<file path="config.mk">
export PLATFORM = sky130hd
export DESIGN_NAME = round_dir_unit
export DESIGN_NICKNAME = d
export VERILOG_FILES = /design/src/rtl/round_dir_pkg.sv /design/src/rtl/round_dir_decide.sv /design/src/rtl/round_dir_incr.sv /design/src/rtl/round_dir_ovf.sv /design/src/rtl/round_dir_unit.sv
export SDC_FILE = /design/constraint.sdc
export NUM_CORES = 1
export LEC_CHECK = 0
export ABC_CLOCK_PERIOD_IN_PS = 18590
export CAP_MARGIN = 10
export CELL_PAD_IN_SITES_DETAIL_PLACEMENT = 0
export CELL_PAD_IN_SITES_GLOBAL_PLACEMENT = 2
export CORE_MARGIN = 10
export CORE_UTILIZATION = 10
export DETAILED_ROUTE_END_ITERATION = 8
export PLACE_DENSITY_LB_ADDON = 0.1
export SYNTH_ARGS = -nofsm -noshare
export SYNTH_HDL_FRONTEND = slang
export SYNTH_HIERARCHICAL = 1
export SYNTH_SLANG_ARGS = --single-unit
</file>
<file path="constraint.sdc">
create_clock -name vclk -period 18.59
set_clock_uncertainty 0.1 [all_clocks]
set_input_delay 3.718 -clock vclk [all_inputs]
set_output_delay 3.718 -clock vclk [all_outputs]
set_load 0.005 [all_outputs]
</file>
<file path="src/rtl/round_dir_pkg.sv">
`timescale 1ns/1ps
package round_dir_pkg;

  typedef enum logic [1:0] {
    RD_NEAREST = 2'd0,
    RD_ZERO    = 2'd1,
    RD_POS_INF = 2'd2,
    RD_NEG_INF = 2'd3
  } rd_mode_e;

  localparam int unsigned LOW_BITS = 2;

  typedef struct packed {
    logic guard;
    logic rnd;
    logic sticky;
  } rd_lost_t;

endpackage

</file>
<file path="src/rtl/round_dir_decide.sv">
`timescale 1ns/1ps
module round_dir_decide
  import round_dir_pkg::*;
(
  input  rd_mode_e mode_i,
  input  logic     sign_i,
  input  logic     keep_lsb_i,
  input  rd_lost_t lost_i,
  output logic     bump_o,
  output logic     inexact_o
);

  logic any_lost;

  always_comb begin
    any_lost = lost_i.guard | lost_i.rnd | lost_i.sticky;
    bump_o   = 1'b0;
    unique case (mode_i)
      RD_NEAREST: bump_o = lost_i.guard & (lost_i.rnd | lost_i.sticky | keep_lsb_i);
      RD_ZERO:    bump_o = 1'b0;
      RD_POS_INF: bump_o = any_lost & ~sign_i;
      RD_NEG_INF: bump_o = any_lost & sign_i;
      default:    bump_o = 1'b0;
    endcase
    inexact_o = any_lost;
  end

  // A bump is only legal when something was discarded
  always_comb begin
    assert_bump_needs_loss_R1: assert (!bump_o || inexact_o)
      else $error("bump without discarded bits");
    // Toward zero never bumps
    assert_rtz_no_bump_R4: assert (!(mode_i == RD_ZERO && bump_o))
      else $error("toward-zero bumped");
  end

endmodule

</file>
<file path="src/rtl/round_dir_incr.sv">
`timescale 1ns/1ps
module round_dir_incr #(
  parameter int unsigned KEEP_W      = 24,
  parameter int unsigned CARRY_STYLE = 0,
  localparam int unsigned OUT_W      = KEEP_W + 1
) (
  input  logic [KEEP_W-1:0] keep_i,
  input  logic              bump_i,
  output logic [OUT_W-1:0]  sum_o
);

  generate
    if (CARRY_STYLE == 0) begin : g_ripple
      logic [KEEP_W:0] carry;
      assign carry[0] = bump_i;
      for (genvar b = 0; b < KEEP_W; b++) begin : g_bit
        assign sum_o[b]     = keep_i[b] ^ carry[b];
        assign carry[b + 1] = keep_i[b] & carry[b];
      end
      assign sum_o[KEEP_W] = carry[KEEP_W];
    end else begin : g_adder
      assign sum_o = {1'b0, keep_i} + {{KEEP_W{1'b0}}, bump_i};
    end
  endgenerate

  // Carry on top only when every kept bit was 1 and a bump happened
  always_comb begin
    assert_carry_top_R7: assert (!sum_o[KEEP_W] || (bump_i && (&keep_i)))
      else $error("unexpected carry out");
  end

endmodule

</file>
<file path="src/rtl/round_dir_ovf.sv">
`timescale 1ns/1ps
module round_dir_ovf
  import round_dir_pkg::*;
(
  input  rd_mode_e mode_i,
  input  logic     sign_i,
  output logic     to_inf_o
);

  always_comb begin
    to_inf_o = 1'b1;
    unique case (mode_i)
      RD_NEAREST: to_inf_o = 1'b1;
      RD_ZERO:    to_inf_o = 1'b0;
      RD_POS_INF: to_inf_o = ~sign_i;
      RD_NEG_INF: to_inf_o = sign_i;
      default:    to_inf_o = 1'b1;
    endcase
  end

endmodule

</file>
<file path="src/rtl/round_dir_unit.sv">
`timescale 1ns/1ps
module round_dir_unit
  import round_dir_pkg::*;
#(
  parameter int unsigned MANT_W      = 26,
  parameter int unsigned CARRY_STYLE = 0,
  localparam int unsigned KEEP_W     = MANT_W - LOW_BITS,
  localparam int unsigned OUT_W      = KEEP_W + 1
) (
  input  logic [MANT_W-1:0] mant_i,
  input  logic              sticky_i,
  input  logic              sign_i,
  input  logic [1:0]        mode_i,
  output logic [OUT_W-1:0]  mant_o,
  output logic              rounded_up_o,
  output logic              inexact_o,
  output logic              ovf_to_inf_o
);

  logic [KEEP_W-1:0] keep;
  rd_lost_t          lost;
  rd_mode_e          mode;
  logic              bump;

  assign keep        = mant_i[MANT_W-1:LOW_BITS];
  assign lost.guard  = mant_i[1];
  assign lost.rnd    = mant_i[0];
  assign lost.sticky = sticky_i;
  assign mode        = rd_mode_e'(mode_i);

  round_dir_decide u_decide (
    .mode_i     (mode),
    .sign_i     (sign_i),
    .keep_lsb_i (keep[0]),
    .lost_i     (lost),
    .bump_o     (bump),
    .inexact_o  (inexact_o)
  );

  round_dir_incr #(
    .KEEP_W      (KEEP_W),
    .CARRY_STYLE (CARRY_STYLE)
  ) u_incr (
    .keep_i (keep),
    .bump_i (bump),
    .sum_o  (mant_o)
  );

  round_dir_ovf u_ovf (
    .mode_i   (mode),
    .sign_i   (sign_i),
    .to_inf_o (ovf_to_inf_o)
  );

  assign rounded_up_o = bump;

  always_comb begin
    // Exact input passes through untouched
    assert_exact_pass_R1: assert ((mant_i[1] | mant_i[0] | sticky_i) ||
                                  (!inexact_o && !rounded_up_o && mant_o == {1'b0, keep}))
      else $error("exact input altered");
    // Any lost bit flags inexact
    assert_lost_inexact_R2: assert (!(mant_i[1] | mant_i[0] | sticky_i) || inexact_o)
      else $error("inexact not raised");
    // Output is kept field plus the flag
    assert_sum_R7: assert (mant_o == ({1'b0, keep} + {{KEEP_W{1'b0}}, rounded_up_o}))
      else $error("sum mismatch");
    // Overflow direction in the two fixed modes
    assert_ovf_fixed_R8: assert ((mode_i != 2'd0 || ovf_to_inf_o) &&
                                 (mode_i != 2'd1 || !ovf_to_inf_o))
      else $error("overflow direction wrong");
  end

endmodule

</file>
Yosys cells after proc, flatten, opt, wreduce, memory -nomap -nowiden
Cells that the tools add are included.
Word-level totals
  flip-flop bits (word level): 0
  output and inout bits: 28
Operators by class
  reductions and logical operators: 1
  eq/ne operators: 3
  bitwise gates (word level): 56
  multiplexer cells: 2
Operators by type and width (count)
  1-bit AND: 27
  1-bit bitwise XOR: 24
  1-bit case mux with 4 select lines: 2
  2-bit == test (second input constant): 2
  1-bit bitwise OR: 4
  2-bit by 1-bit == test with 1-bit output (second input constant): 1
  2-bit zero test: 1
  1-bit NOT: 1

Longest topological paths before layout
Gate-level depths: netlist of run 1.
  depth in word-level cells: 28
  mapped depth: 27
  depth with buffers taken out: 27

Hierarchy
The synthesis of run 1 kept the hierarchy.
By module, submodules not included
  round_dir_incr: cells an instance 24, area an instance 300.3 um^2, times used 1, sequential area each 0.0 um^2
  round_dir_decide: cells an instance 7, area an instance 40.0 um^2, times used 1, sequential area each 0.0 um^2
  round_dir_ovf: cells an instance 2, area an instance 12.5 um^2, times used 1, sequential area each 0.0 um^2

Worst setup path after synthesis of run 1
Ideal clock, no wire load.
  path type: input port to output port
  start: in sticky_i
  end: out mant_o[23]
  buffers on the path: 0
  arrival: 8.385 ns
  setup slack: 6.387 ns
  stages on the path: 27
  required time: 14.772 ns
  path through: or2_1 a21oi_1 nor3_1 ha_1 ha_1 ha_1 ha_1 ha_1 ha_1 ha_1 ha_1 ha_1 ha_1 ha_1 ha_1 ha_1 ha_1 ha_1 ha_1 ha_1 ha_1 ha_1 ha_1 ha_1 ha_1 ha_1 ha_1
On the way
  word-level cells in the longest chain between the ends: 28
RTL lines
  start, declared: line round_dir_unit.sv:11  | input logic sticky_i,
  1-bit bitwise OR (2 in series): line round_dir_decide.sv:19  | RD_NEAREST: bump_o = lost_i.guard & (lost_i.rnd | lost_i.sticky | keep_lsb_i);
  1-bit AND: line round_dir_decide.sv:19
  1-bit case mux with 4 select lines *: line round_dir_decide.sv:18  | unique case (mode_i)
  net rounded_up_o: line round_dir_unit.sv:15  | output logic rounded_up_o,
  1-bit AND * (23 in series): line round_dir_incr.sv:18  | assign carry[b + 1] = keep_i[b] & carry[b];
  1-bit bitwise XOR *: line round_dir_incr.sv:17  | assign sum_o[b] = keep_i[b] ^ carry[b];
  end, declared: line round_dir_unit.sv:14  | output logic [OUT_W-1:0] mant_o,
Mark *: on every way through the listed nets, which the timed path passes. The rest lies on a longest branch.

Final worst setup path of run 1
  start: in mant_i[0]
  end: out mant_o[23]
On the way
  word-level cells in the longest chain between the ends: 28
RTL lines
  start, declared: line round_dir_unit.sv:10  | input logic [MANT_W-1:0] mant_i,
  1-bit bitwise OR (on tied branches) (2 in series): line round_dir_decide.sv:16, round_dir_decide.sv:19
  1-bit AND (on tied branches): line round_dir_decide.sv:22, round_dir_decide.sv:19, round_dir_decide.sv:21
  1-bit case mux with 4 select lines *: line round_dir_decide.sv:18
  1-bit AND * (23 in series): line round_dir_incr.sv:18
  1-bit bitwise XOR *: line round_dir_incr.sv:17
Every way passes the cells marked *; elsewhere a longest branch is shown, timed or not.

==> flow_summary.ini, run 1 <==
[outcome]
outcome = completed

[sta]
slew_headroom_pct = 81.8
min_period_over_period_pct = 71.5
slew_violations = 0
hold_violations = 0
worst_pin_slew_ps = 272
rsz0062_at_grt = false
finalSetupViolCount = 0
tns_ps = 0
period_minus_slack_ps = 13290
max_freq_ghz = 0.0753

[cells_and_area]
layout-drive-gt1-share_pct = 0
clock_buffers = 0
utilization_pct = 29.5
nNetsFinal = 147
num-fill-cells = 382
diodes = 0
design.seq.count = 0
multi_input_area_um2 = 353
regArea_um2 = 0
syn_to_final_growth_pct = 181

[critical_path]
critical_path_class = input pin to output pin
arrival_ps = 9470
cp-start-kind = input pin
cp-end-kind = output pin
slowest_stage = clkdlybuf4s50_1
path_delay_family = adder cells
path_buf_inv = 2
cpPeakStageDelay_ps = 500
critPathRequiredTime_ps = 14770
cpMostUsedCell = ha_1
path_max_fanout = 2

[synth]
synth_simple_gate_area_share_pct = 8.51
synthMuxAreaShare_pct = 0
synth_fa_ha_area_share_pct = 85.1
ys.warnings.count = 6
synth_top_family_by_area = adder cells
synth-xor-area-share_pct = 4.96
synth_nets = 87
netlist_area_um2 = 353
synth_top_area_share_pct = 85.1
syn_inst = 33
avgSynthCellArea_um2 = 10.7
yosysSeqAreaShare_pct = 0
ys_top_cells_by_area = ha_1, nor3_1, xnor2_1
synth-compound-area-share_pct = 1.42
synth_cell_type_count = 8
yosysTopAreaCell = ha_1

[floorplan]
rows = 21
die-area_um2 = 6300
die_w_um = 79.4
pin_count = 58
die_h_um = 79.4
initial_utilization_pct = 10.5
core-area_um2 = 3360

[detailed_routing]
avgRoutedWirePerCell_um = 14.0
final_antenna_net_count = 0
wirelength_mm = 1.92
via_per_inst = 3.53
dr.pass1.iters = 4
drc = 0
via_count = 483
drt_iter0_markers = 1

[place]
io_buffers = 58
place_congestion = 0.642
hpwlAfterDp_mm = 1.83

[clock_network]
holdBufCountCts = 0
cts-resized-gates = 0
cts_setup_buffers = 0

[grt]
grt_start_max_net_pins = 5
grt_pass1_vias = 524
antenna_found_initial = 0
grt_use_total_pct = 5.54
grt_first_pass_wirelength_mm = 2.84
overflow = 0

[power_and_ir_drop]
max-vdd-ir-drop_mv = 0.00881
leakagePower_uw = 0.000460
p_per_area_nw_per_um2 = 18.3

[hold_path]
hp-class = input pin to output pin

[flow_run]
max-cap-violations = 0
logic make-up after synthesis:
group                      Yosys count
AOI/OAI and AO/OA                    1
and+or+nand+nor                      6
adders and majority gates           24
xor gates and xnor gates             2
worst paths after layout:
path                  start      endpoint  slack [ps]  cells after the start
setup / recovery  mant_i[0]    mant_o[23]        5300                     29
hold / removal       sign_i  ovf_to_inf_o        8360                      4
cell usage in the layout, fill, tap and decap left out, drive strengths merged:
cell type / synthesis / layout
clkdlybuf4s50: 0 / 58
ha: 24 / 24
nor3: 2 / 2
nand2: 2 / 2
or3: 1 / 1
or2: 1 / 1
a21oi: 1 / 1
xnor2: 1 / 1
xor2: 1 / 1
where the power goes:
| group | switching [µW] | internal, µW |
|---|---|---|
| logic | 4.95 | 13.1 |
| clock network | 0 | 0 |
| registers | 0 | 0 |
| total | 4.95 | 13.1 |
routing by layer:
layer | vias to the layer above | GRT usage (%) | wire length, µm | share of wire [%]
met1 | 201 | 6.84 | 823 | 43
met2 | 37 | 9.14 | 792 | 41
met5 | - | 0 | 0 | 0
met3 | 0 | 2.48 | 301 | 16
li1 | 245 | - | - | -
met4 | 0 | 0 | 0 | 0
Yosys cell counts:
| library cell | count |
|---|---|
| ha_1 | 24 |
| nand2_1 | 2 |
| nor3_1 | 2 |
| a21oi_1 | 1 |
| or2_1 | 1 |
| or3_1 | 1 |
| xnor2_1 | 1 |
| xor2_1 | 1 |
final cells by class:
type                       count  share of cell area, %
timing repair buffer          58                   58.6
multi-input combinational     33                   35.6
tap                           46                   5.81
stage by stage:
stage          hold slack [ps]  setup slack, ps  cell area (µm²)  std cells  power, µW
6_report                  8360             5300              991        137       18.1
5_1_grt                   8400             4940              991        137       19.9
4_1_cts                   8370             5230              991        137       18.7
3_5_place_dp              8360             5240              991        137       18.4
3_3_place_gp              8360             5250              991        137       18.6
2_1_floorplan             7390             6390              353         33       3.55
Power figures use the tool's default switching activity.
==> inputs of run 2 (changes only) <==
--- a/config.mk
+++ b/config.mk
@@ -5,7 +5,7 @@
 export SDC_FILE = /design/constraint.sdc
 export NUM_CORES = 1
 export LEC_CHECK = 0
-export ABC_CLOCK_PERIOD_IN_PS = 18590
+export ABC_CLOCK_PERIOD_IN_PS = 12600
 export CAP_MARGIN = 10
 export CELL_PAD_IN_SITES_DETAIL_PLACEMENT = 0
 export CELL_PAD_IN_SITES_GLOBAL_PLACEMENT = 2
==> constraint.sdc (replaced) <==
create_clock -name vclk -period 12.6
set_clock_uncertainty 0.1 [all_clocks]
set_input_delay 2.52 -clock vclk [all_inputs]
set_output_delay 2.52 -clock vclk [all_outputs]
set_load 0.005 [all_outputs]
==> run 2 against run 1 <==
Sequential share of layout area unchanged; core utilization unchanged; wire length decreased by 3.1%; critical path depth unchanged; largest cell class unchanged; highest routed layer unchanged.
==> flow_summary.ini, run 2 (same netlist as run 1, synthesis figures left out) <==
[power_and_ir_drop]
p_int_uw = 19.3
seq_power_share_pct = 0
p_per_area_nw_per_um2 = 26.9
leakagePower_uw = 0.000460
p_sw_uw = 7.28
combPwrFrac_pct = 100.0
clockPowerShare_pct = 0
max-vdd-ir-drop_mv = 0.0102
swShare_pct = 27.4

[grt]
overflow = 0
use_met2_pct = 9.62
grt_pass1_vias = 527
grt_start_max_net_pins = 5
grt_use_total_pct = 5.35
use_met1_pct = 6.46
grt_first_pass_wirelength_mm = 2.75
antenna_found_initial = 0
top_usage_layer = met2
grtUsageMet3_pct = 1.58

[floorplan]
die_h_um = 79.4
initial_utilization_pct = 10.5
rows = 21
core-area_um2 = 3360
die_w_um = 79.4
die-area_um2 = 6300
pin_count = 58

[clock_network]
holdBufCountCts = 0
cts_setup_buffers = 0
cts-resized-gates = 0

[sta]
period_minus_slack_ps = 10890
finalSetupViolCount = 0
max_freq_ghz = 0.0919
min_period_over_period_pct = 86.4
rsz0062_at_grt = false
tns_ps = 0
slew_violations = 0
worst_pin_slew_ps = 251
hold_violations = 0
timing.final.ws_setup_ps = 1710
slew_headroom_pct = 83.1
holdWs_ps = 5960

[cells_and_area]
design.seq.count = 0
regArea_um2 = 0
layout-drive-gt1-share_pct = 0
final_cells = 137
num-fill-cells = 383
diodes = 0
layout_common_cells = clkdlybuf4s50_1, ha_1, nor3_1, nand2_1
syn_to_final_growth_pct = 181
clock_buffers = 0
layout_commonest_cell = clkdlybuf4s50_1
nNetsFinal = 147

[critical_path]
critical_path_class = input pin to output pin
slowest_stage = clkdlybuf4s50_1
cpPeakStageDelay_ps = 500
path_max_fanout = 2
cp-end-kind = output pin
cp-start-kind = input pin
critPathRequiredTime_ps = 9980
cpMostUsedCell = ha_1
arrival_ps = 8270

[detailed_routing]
wirelength_mm = 1.86
via_count = 493
drt_iter0_markers = 1
avgRoutedWirePerCell_um = 13.5
drc = 0
dr.pass1.iters = 2
via_per_inst = 3.60
final_antenna_net_count = 0

[hold_path]
hp-class = input pin to output pin

[flow_run]
max-cap-violations = 0

[place]
pre_cts_slack_ps = 1670
io_buffers = 58
place_congestion = 0.634
hpwlAfterDp_mm = 1.81
numPlacedInstances = 137

[outcome]
outcome = completed
==> run 2: cell counts in the layout (fill, tap and decap cells not counted) <==
No cell type changed its count.
==> run 2: cell type report <==
class / instances / area (µm²) / share of cell area, %
tap: 46 / 57.6 / 5.81
multi-input combinational: 33 / 353 / 35.6
timing repair buffer: 58 / 581 / 58.6
==> run 2: critical path: cells and delay by family <==
| family | cells | cell delay (ps) |
|---|---|---|
| simple gates | 2 | 320 |
| compound gates | 1 | 150 |
| buf+inv | 2 | 900 |
| fa+ha+maj | 24 | 4400 |
==> run 2: through the flow <==
step | total power, µW | util [%] | area, µm²
finish | 26.6 | 29.5 | 991
global route | 29.2 | 29.5 | 991
CTS | 27.4 | 29.5 | 991
detailed placement | 27.2 | 29.5 | 991
global placement | 27.4 | 29.5 | 991
floorplan | 5.24 | - | 353
==> run 2: power groups by stage <==
stage	clock network (µW)	registers [µW]	logic, µW
after floorplan	0	0	5.24
after global placement	0	0	27.4
after detailed placement	0	0	27.2
after CTS	0	0	27.4
after global routing	0	0	29.2
final	0	0	26.6
==> run 2: layer usage <==
metal / vias to the layer above / part of all wire [%]
met5: - / 0
li1: 244 / -
met2: 37 / 44
met3: 0 / 7.9
met1: 212 / 48
met4: 0 / 0
==> run 2: final timing paths <==
path | startpoint | to | slack (ps) | cells after the start
worst max-delay path | sticky_i | mant_o[23] | 1710 | 29
worst min-delay path | sign_i | ovf_to_inf_o | 5960 | 4
==> inputs of run 3 (changes only) <==
--- a/config.mk
+++ b/config.mk
@@ -12,6 +12,7 @@
 export CORE_MARGIN = 10
 export CORE_UTILIZATION = 10
 export DETAILED_ROUTE_END_ITERATION = 8
+export GPL_ROUTABILITY_DRIVEN = 0
 export PLACE_DENSITY_LB_ADDON = 0.1
 export SYNTH_ARGS = -nofsm -noshare
 export SYNTH_HDL_FRONTEND = slang
==> results of run 3 <==
Same layout as run 2: the final DEF is identical, and so are final timing and power.
